[src/rtl/bscan_pkg.sv]
package bscan_pkg;
  localparam int IR_W = 8;

  typedef enum logic [3:0] {
    ST_RESET, ST_IDLE, ST_SELDR, ST_CAPDR, ST_SHDR, ST_EX1DR, ST_PAUDR, ST_EX2DR, ST_UPDDR,
    ST_SELIR, ST_CAPIR, ST_SHIR, ST_EX1IR, ST_PAUIR, ST_EX2IR, ST_UPDIR
  } tap_state_e;

  typedef enum logic [1:0] {SEL_BYP, SEL_ID, SEL_BSR} dr_sel_e;
  typedef enum logic [1:0] {PM_CORE, PM_DRIVE, PM_FLOAT} pin_mode_e;

  localparam logic [IR_W-1:0] OP_EXTEST = 8'h00;
  localparam logic [IR_W-1:0] OP_SAMPLE = 8'h01;
  localparam logic [IR_W-1:0] OP_IDCODE = 8'h02;
  localparam logic [IR_W-1:0] OP_CLAMP  = 8'h03;
  localparam logic [IR_W-1:0] OP_HIGHZ  = 8'h04;
  localparam logic [IR_W-1:0] OP_BYPASS = 8'hFF;

  typedef struct packed {
    logic      capDr;
    logic      shDr;
    logic      updDr;
    logic      shIr;
    logic      irSo;
    logic      bsrUpdEn;
    dr_sel_e   drSel;
    pin_mode_e pinMode;
  } tap_strobe_t;
endpackage

[src/rtl/bscan_ctrl.sv]
module bscan_ctrl
  import bscan_pkg::*;
(
  input  logic        tck,
  input  logic        trstN,
  input  logic        tms,
  input  logic        tdi,
  output tap_strobe_t strb
);
  tap_state_e state, nextState;
  logic [IR_W-1:0] irShift, irReg;

  always_comb begin
    case (state)
      ST_RESET: nextState = tms ? ST_RESET : ST_IDLE;
      ST_IDLE:  nextState = tms ? ST_SELDR : ST_IDLE;
      ST_SELDR: nextState = tms ? ST_SELIR : ST_CAPDR;
      ST_CAPDR: nextState = tms ? ST_EX1DR : ST_SHDR;
      ST_SHDR:  nextState = tms ? ST_EX1DR : ST_SHDR;
      ST_EX1DR: nextState = tms ? ST_UPDDR : ST_PAUDR;
      ST_PAUDR: nextState = tms ? ST_EX2DR : ST_PAUDR;
      ST_EX2DR: nextState = tms ? ST_UPDDR : ST_SHDR;
      ST_UPDDR: nextState = tms ? ST_SELDR : ST_IDLE;
      ST_SELIR: nextState = tms ? ST_RESET : ST_CAPIR;
      ST_CAPIR: nextState = tms ? ST_EX1IR : ST_SHIR;
      ST_SHIR:  nextState = tms ? ST_EX1IR : ST_SHIR;
      ST_EX1IR: nextState = tms ? ST_UPDIR : ST_PAUIR;
      ST_PAUIR: nextState = tms ? ST_EX2IR : ST_PAUIR;
      ST_EX2IR: nextState = tms ? ST_UPDIR : ST_SHIR;
      ST_UPDIR: nextState = tms ? ST_SELDR : ST_IDLE;
      default:  nextState = ST_RESET;
    endcase
  end

  always_ff @(posedge tck or negedge trstN) begin
    if (!trstN) state <= ST_RESET;
    else        state <= nextState;
  end

  always_ff @(posedge tck or negedge trstN) begin
    if (!trstN) begin
      irShift <= '0;
      irReg   <= OP_IDCODE;
    end else begin
      case (state)
        ST_RESET: irReg   <= OP_IDCODE;
        ST_CAPIR: irShift <= {{(IR_W-2){1'b0}}, 2'b01};
        ST_SHIR:  irShift <= {tdi, irShift[IR_W-1:1]};
        ST_UPDIR: irReg   <= irShift;
        default: ;
      endcase
    end
  end

  // instruction decode
  dr_sel_e   drSel;
  pin_mode_e pinMode;
  logic      bsrUpdEn;
  always_comb begin
    drSel    = SEL_BYP;
    pinMode  = PM_CORE;
    bsrUpdEn = 1'b0;
    case (irReg)
      OP_EXTEST: begin drSel = SEL_BSR; pinMode = PM_DRIVE; bsrUpdEn = 1'b1; end
      OP_SAMPLE: begin drSel = SEL_BSR; bsrUpdEn = 1'b1; end
      OP_IDCODE: drSel = SEL_ID;
      OP_CLAMP:  pinMode = PM_DRIVE;
      OP_HIGHZ:  pinMode = PM_FLOAT;
      default: ;
    endcase
  end

  assign strb.capDr    = (state == ST_CAPDR);
  assign strb.shDr     = (state == ST_SHDR);
  assign strb.updDr    = (state == ST_UPDDR);
  assign strb.shIr     = (state == ST_SHIR);
  assign strb.irSo     = irShift[0];
  assign strb.bsrUpdEn = bsrUpdEn;
  assign strb.drSel    = drSel;
  assign strb.pinMode  = pinMode;

  p_five_tms_r2: assert property (@(posedge tck) disable iff (!trstN)
    (tms && $past(tms, 1) && $past(tms, 2) && $past(tms, 3) && $past(tms, 4)) |=> state == ST_RESET);

  p_capture_ir_r3: assert property (@(posedge tck) disable iff (!trstN)
    state == ST_CAPIR |=> irShift[1:0] == 2'b01);

  p_ir_hold_r3: assert property (@(posedge tck) disable iff (!trstN)
    (state != ST_UPDIR && state != ST_RESET) |=> $stable(irReg));

  p_reset_ir_r1: assert property (@(posedge tck) disable iff (!trstN)
    state == ST_RESET |=> irReg == OP_IDCODE);
endmodule

[src/rtl/bscan_dpath.sv]
module bscan_dpath
  import bscan_pkg::*;
#(
  parameter int          NUM_PINS = 4,
  parameter logic [31:0] ID_VALUE = 32'h4B5A_1C2D
) (
  input  logic                tck,
  input  logic                trstN,
  input  logic                tdi,
  input  logic                sysRst,
  input  tap_strobe_t         strb,
  input  logic [NUM_PINS-1:0] coreOut,
  input  logic [NUM_PINS-1:0] coreOe,
  input  logic [NUM_PINS-1:0] pinIn,
  output logic                tdo,
  output logic                tdoOe,
  output logic [NUM_PINS-1:0] pinOut,
  output logic [NUM_PINS-1:0] pinOe
);
  localparam int          BSR_LEN = 3 * NUM_PINS;
  localparam logic [31:0] ID_WORD = ID_VALUE | 32'd1;

  logic                bypassBit;
  logic [31:0]         idShift;
  logic [BSR_LEN-1:0]  bsrShift, bsrCap;
  logic [NUM_PINS-1:0] updData, updEn;
  logic                drSo;

  for (genvar p = 0; p < NUM_PINS; p++) begin : g_cell
    assign bsrCap[p]              = pinIn[p];
    assign bsrCap[NUM_PINS + p]   = coreOut[p];
    assign bsrCap[2*NUM_PINS + p] = coreOe[p];
  end

  always_ff @(posedge tck or negedge trstN) begin
    if (!trstN) begin
      bypassBit <= 1'b0;
      idShift   <= '0;
      bsrShift  <= '0;
    end else if (strb.capDr) begin
      case (strb.drSel)
        SEL_ID:  idShift   <= ID_WORD;
        SEL_BSR: bsrShift  <= bsrCap;
        default: bypassBit <= 1'b0;
      endcase
    end else if (strb.shDr) begin
      case (strb.drSel)
        SEL_ID:  idShift   <= {tdi, idShift[31:1]};
        SEL_BSR: bsrShift  <= {tdi, bsrShift[BSR_LEN-1:1]};
        default: bypassBit <= tdi;
      endcase
    end
  end

  always_ff @(posedge tck or negedge trstN) begin
    if (!trstN) begin
      updData <= '0;
      updEn   <= '0;
    end else if (strb.updDr && strb.bsrUpdEn) begin
      updData <= bsrShift[NUM_PINS +: NUM_PINS];
      updEn   <= bsrShift[2*NUM_PINS +: NUM_PINS];
    end
  end

  always_comb begin
    case (strb.drSel)
      SEL_ID:  drSo = idShift[0];
      SEL_BSR: drSo = bsrShift[0];
      default: drSo = bypassBit;
    endcase
  end

  always_ff @(negedge tck or negedge trstN) begin
    if (!trstN) begin
      tdo   <= 1'b0;
      tdoOe <= 1'b0;
    end else if (strb.shIr) begin
      tdo   <= strb.irSo;
      tdoOe <= 1'b1;
    end else if (strb.shDr) begin
      tdo   <= drSo;
      tdoOe <= 1'b1;
    end else begin
      tdo   <= 1'b0;
      tdoOe <= 1'b0;
    end
  end

  // system reset wins over every boundary mode
  always_comb begin
    if (sysRst) begin
      pinOut = '0;
      pinOe  = '0;
    end else begin
      case (strb.pinMode)
        PM_DRIVE: begin pinOut = updData; pinOe = updEn; end
        PM_FLOAT: begin pinOut = '0;      pinOe = '0;    end
        default:  begin pinOut = coreOut; pinOe = coreOe; end
      endcase
    end
  end

  always_comb begin
    if (sysRst === 1'b1 && strb.pinMode == PM_DRIVE)
      p_sysrst_float_r10: assert (pinOe == '0 && pinOut == '0);
  end

  p_highz_float_r9: assert property (@(posedge tck) disable iff (!trstN)
    (!sysRst && strb.pinMode == PM_FLOAT) |-> pinOe == '0);

  p_upd_hold_r7: assert property (@(posedge tck) disable iff (!trstN)
    !strb.updDr |=> ($stable(updData) && $stable(updEn)));

  p_id_lsb_r6: assert property (@(posedge tck) disable iff (!trstN)
    (strb.capDr && strb.drSel == SEL_ID) |=> idShift[0] == 1'b1);
endmodule

[src/rtl/bscan_tap.sv]
module bscan_tap
  import bscan_pkg::*;
#(
  parameter int          NUM_PINS = 4,
  parameter logic [31:0] ID_VALUE = 32'h4B5A_1C2D
) (
  input  logic                tck,
  input  logic                trstN,
  input  logic                tms,
  input  logic                tdi,
  input  logic                sysRst,
  input  logic [NUM_PINS-1:0] coreOut,
  input  logic [NUM_PINS-1:0] coreOe,
  input  logic [NUM_PINS-1:0] pinIn,
  output logic                tdo,
  output logic                tdoOe,
  output logic [NUM_PINS-1:0] pinOut,
  output logic [NUM_PINS-1:0] pinOe
);
  tap_strobe_t strb;

  bscan_ctrl u_ctrl (
    .tck(tck), .trstN(trstN), .tms(tms), .tdi(tdi), .strb(strb)
  );

  bscan_dpath #(.NUM_PINS(NUM_PINS), .ID_VALUE(ID_VALUE)) u_dpath (
    .tck(tck), .trstN(trstN), .tdi(tdi), .sysRst(sysRst), .strb(strb),
    .coreOut(coreOut), .coreOe(coreOe), .pinIn(pinIn),
    .tdo(tdo), .tdoOe(tdoOe), .pinOut(pinOut), .pinOe(pinOe)
  );
endmodule

[config.mk]
export PLATFORM = sky130hd
export DESIGN_NAME = bscan_tap
export DESIGN_NICKNAME = d
export VERILOG_FILES = /design/src/rtl/bscan_pkg.sv /design/src/rtl/bscan_ctrl.sv /design/src/rtl/bscan_dpath.sv /design/src/rtl/bscan_tap.sv
export SDC_FILE = /design/constraint.sdc
export NUM_CORES = 1
export LEC_CHECK = 0
export BUFFER_PORTS_ARGS = -buffer_cell sky130_fd_sc_hd__buf_2
export CAP_MARGIN = 40
export CORE_MARGIN = 1
export CORE_UTILIZATION = 35
export DETAILED_ROUTE_END_ITERATION = 7
export GPL_ROUTABILITY_DRIVEN = 0
export SYNTH_ARGS = -nofsm -noshare
export SYNTH_HDL_FRONTEND = slang
export SYNTH_SLANG_ARGS = --single-unit
[constraint.sdc]
create_clock -name tck -period 2.6 [get_ports tck]
set_input_delay 0 -clock tck [delete_from_list [all_inputs] [get_ports tck]]
set_output_delay 0 -clock tck [all_outputs]
set_load 0.01 [all_outputs]
==> results.yml <==
outcome:
  outcome: "finished, violations left"
  violations: "negative setup slack"
grt:
  grt_usage: 0.155
  antenna_found_initial: 0
  grt-ovfl-total: 0
  grt_first_pass_wirelength_um: 13600
  grt_pass1_vias: 2746
  grt_max_degree: 49
clocking:
  clock-sinks: 75
  cts_buffers: 9
  root_buffer: "clkbuf_8"
  clk_latency_ns: 0.34
  htreeDepth: 3
  cts.clk_slew.worst_paths_ns: 0.08
  cts_tree: "done"
  clk_path_buf_depth: 2
yosys:
  ys_ff_latch: 75
  synth.largest_area_cell: "dfrtp_1"
  syn_inst: 351
  synth_area_leaders: "dfrtp_1 (48%), mux2_4 (5.6%), mux2_2 (4.5%)"
  syn_avg_cell_area_um2: 10.7
  netlist_area_um2: 3740
  yosysSeqAreaShare: 0.502
  ys_warn_count: 0
  synth_edf_count: 0
  yosysUniqueCellTypes: 53
  synth_top_area_share: 0.482
  synth_flop_cell: "dfrtp_1"
  synth_fp_nets: 371
  synthArstFlopShare: 1.00
floorplan:
  io_pins: 27
  rows: 37
  initial_utilization: 0.362
  coreArea_um2: 10300
  die_area_um2: 11100
  die_y_um: 105
  die_x_um: 105
setup_path:
  required_ns: 1.47
  arrival_ns: 2.45
  crit_path_end_kind: "register"
  ff2ff_path_depth: 7
  crit_path_frequent_cell: "or3_4"
  path_max_fanout: 2
  worst-setup-path-type: "register to register"
  critPathMaxStageDelay_ns: 0.43
  cp-start-kind: "register"
  path_cells: "or3_4, or4_4, or3_4, ha_4, a22oi_2, o21ai_1, a22o_1"
  slowest_stage: "or4_4"
place:
  dp_hpwl_um: 5010
  io_buffers: 26
detailed_routing:
  drc: 0
  drt_wl_total_um: 8110
  post_drt_wl_per_cell_um: 14.6
  drt_iter0_drc: 136
  vias_per_cell: 5.12
  first_pass_iters: 5
  vias: 2837
  ant_nets: 0
job:
  max-cap-violations: 0
timing:
  clock_skew_ns: 0.0207
  setup_viol: 39
  setup_tns_ns: -7.42
  hold_slack_ns: 0.0214
  layout_setup_ws_ns: -0.979
  drv_slew: 0
  rsz0062_at_grt: "yes"
  slew_headroom: 0.591
  hold_viol_final: 0
  tightest_slew_ns: 0.613
finish:
  antennaDiodeCount: 0
  nets: 433
  post-route-util: 0.463
  area_growth_pct: 27.9
  layout_common_cells: "dfrtp_1 (72), buf_4 (34), nor2_1 (26)"
  layout_commonest_cell: "dfrtp_1"
  drive_above_1_share: 0.340
power:
  peakVddDrop_mv: 0.494
  p_leak_nw: 2.21
  p_per_area_nw_per_um2: 1200
min_path:
  hold_depth: 3
  hp-class: "input pin to register"
[report_power, final]
group / switching (mW) / total (mW) / internal, mW
logic: 1.37 / 3.05 / 1.69
registers: 0.192 / 1.71 / 1.52
clock network: 0.422 / 0.961 / 0.540
total: 1.98 / 5.73 / 3.75
[synth_stat cells (2+ instances only)]
master     n
a21oi_1   11
a22oi_1    9
and2_1     2
and3_1     2
buf_1      2
buf_2      6
buf_4      2
buf_6      4
clkbuf_1  16
dfrtn_1    2
dfrtp_1   72
ha_1       3
inv_1     24
mux2_1     7
mux2_2    15
mux2_4    14
mux2i_1    5
nand2_1   20
nand2b_1   2
nand3_1    2
nand3b_1   2
nand4_1   24
nor2_1    27
nor2b_1    2
nor3_1     2
o211ai_1   2
o21a_1    11
o21ai_0   14
o21ai_1   15
o221ai_1   2
o22ai_1    7
or3_1      2
[registers in the layout (all words and copies together) (netlist names), 4 cells and up]
| name | cells |
|---|---|
| u_ctrl.state | 4 |
| u_dpath.bsrShift | 12 |
| u_dpath.updData | 4 |
| u_ctrl.irReg | 8 |
| u_dpath.updEn | 4 |
| u_ctrl.irShift | 8 |
| u_dpath.idShift | 32 |
[critical path, delay by kind of cell, from the launching register on]
family,cells,cell delay [ns]
AOI/OAI and AO/OA,3,0.38
adders and majority gates,1,0.17
and+or+nand+nor,3,1.17
DFF,1,0.39
[final timing paths]
kind / from / to / slack (ns)
setup reg to reg: u_ctrl.irReg[5] / u_dpath.tdo / -0.98
hold / removal: pinIn[0] / u_dpath.bsrShift[0] / 0.02
setup / recovery: u_ctrl.irReg[5] / u_dpath.tdo / -0.98
max in group asynchronous: trstN / u_dpath.tdo / 0.96
min in group asynchronous: trstN / u_ctrl.state[1] / 0.13
hold reg to reg: u_dpath.idShift[22] / u_dpath.idShift[22] / 0.50
[per-stage QoR]
stage,worst slack (ns),std cells,power (mW),cell area (µm²)
6_report,-0.979,554,5.73,4780
5_1_grt,-1.01,554,6.10,4780
2_1_floorplan,-0.938,351,3.25,3760
3_5_place_dp,-0.957,519,3.96,4210
3_3_place_gp,-0.937,519,3.91,4210
4_1_cts,-0.989,547,5.41,4630
[kinds of logic after synthesis]
logic type	synth area share
xor gates and xnor gates	0.00234
DFF	0.502
adders and majority gates	0.0100
AOI/OAI and AO/OA	0.131
muxes	0.136
and+or+nand+nor	0.152
buffers and inverters	0.0662
[layer usage]
layer | up-vias | global-route usage | part of all wire
met1 | 1420 | 0.203 | 0.48
met5 | - | 0 | 0
met3 | 9 | 0.0284 | 0.025
met4 | 0 | 0.0604 | 0.011
met2 | 38 | 0.253 | 0.49
li1 | 1370 | - | -
[repair_timing]
action / in CTS / in global routing
endpoints found under the hold margin: 31 / 0
pin swaps: 6 / 9
endpoints found under the setup margin: 39 / 41
gates cloned: 1 / 3
hold buffers: 5 / 0
buffers inserted: 6 / 5
resized for setup: 17 / 14
[layout make-up]
class	count	area [µm²]
Inverter	24	90.1
Multi-Input combinational cell	222	1710
Fill cell	962	5540
Sequential cell	75	1880
Clock buffer	11	131
Timing Repair Buffer	81	723
Clock inverter	5	80.1
Tap cell	136	170
No activity file was read; power rests on OpenSTA's default activity.
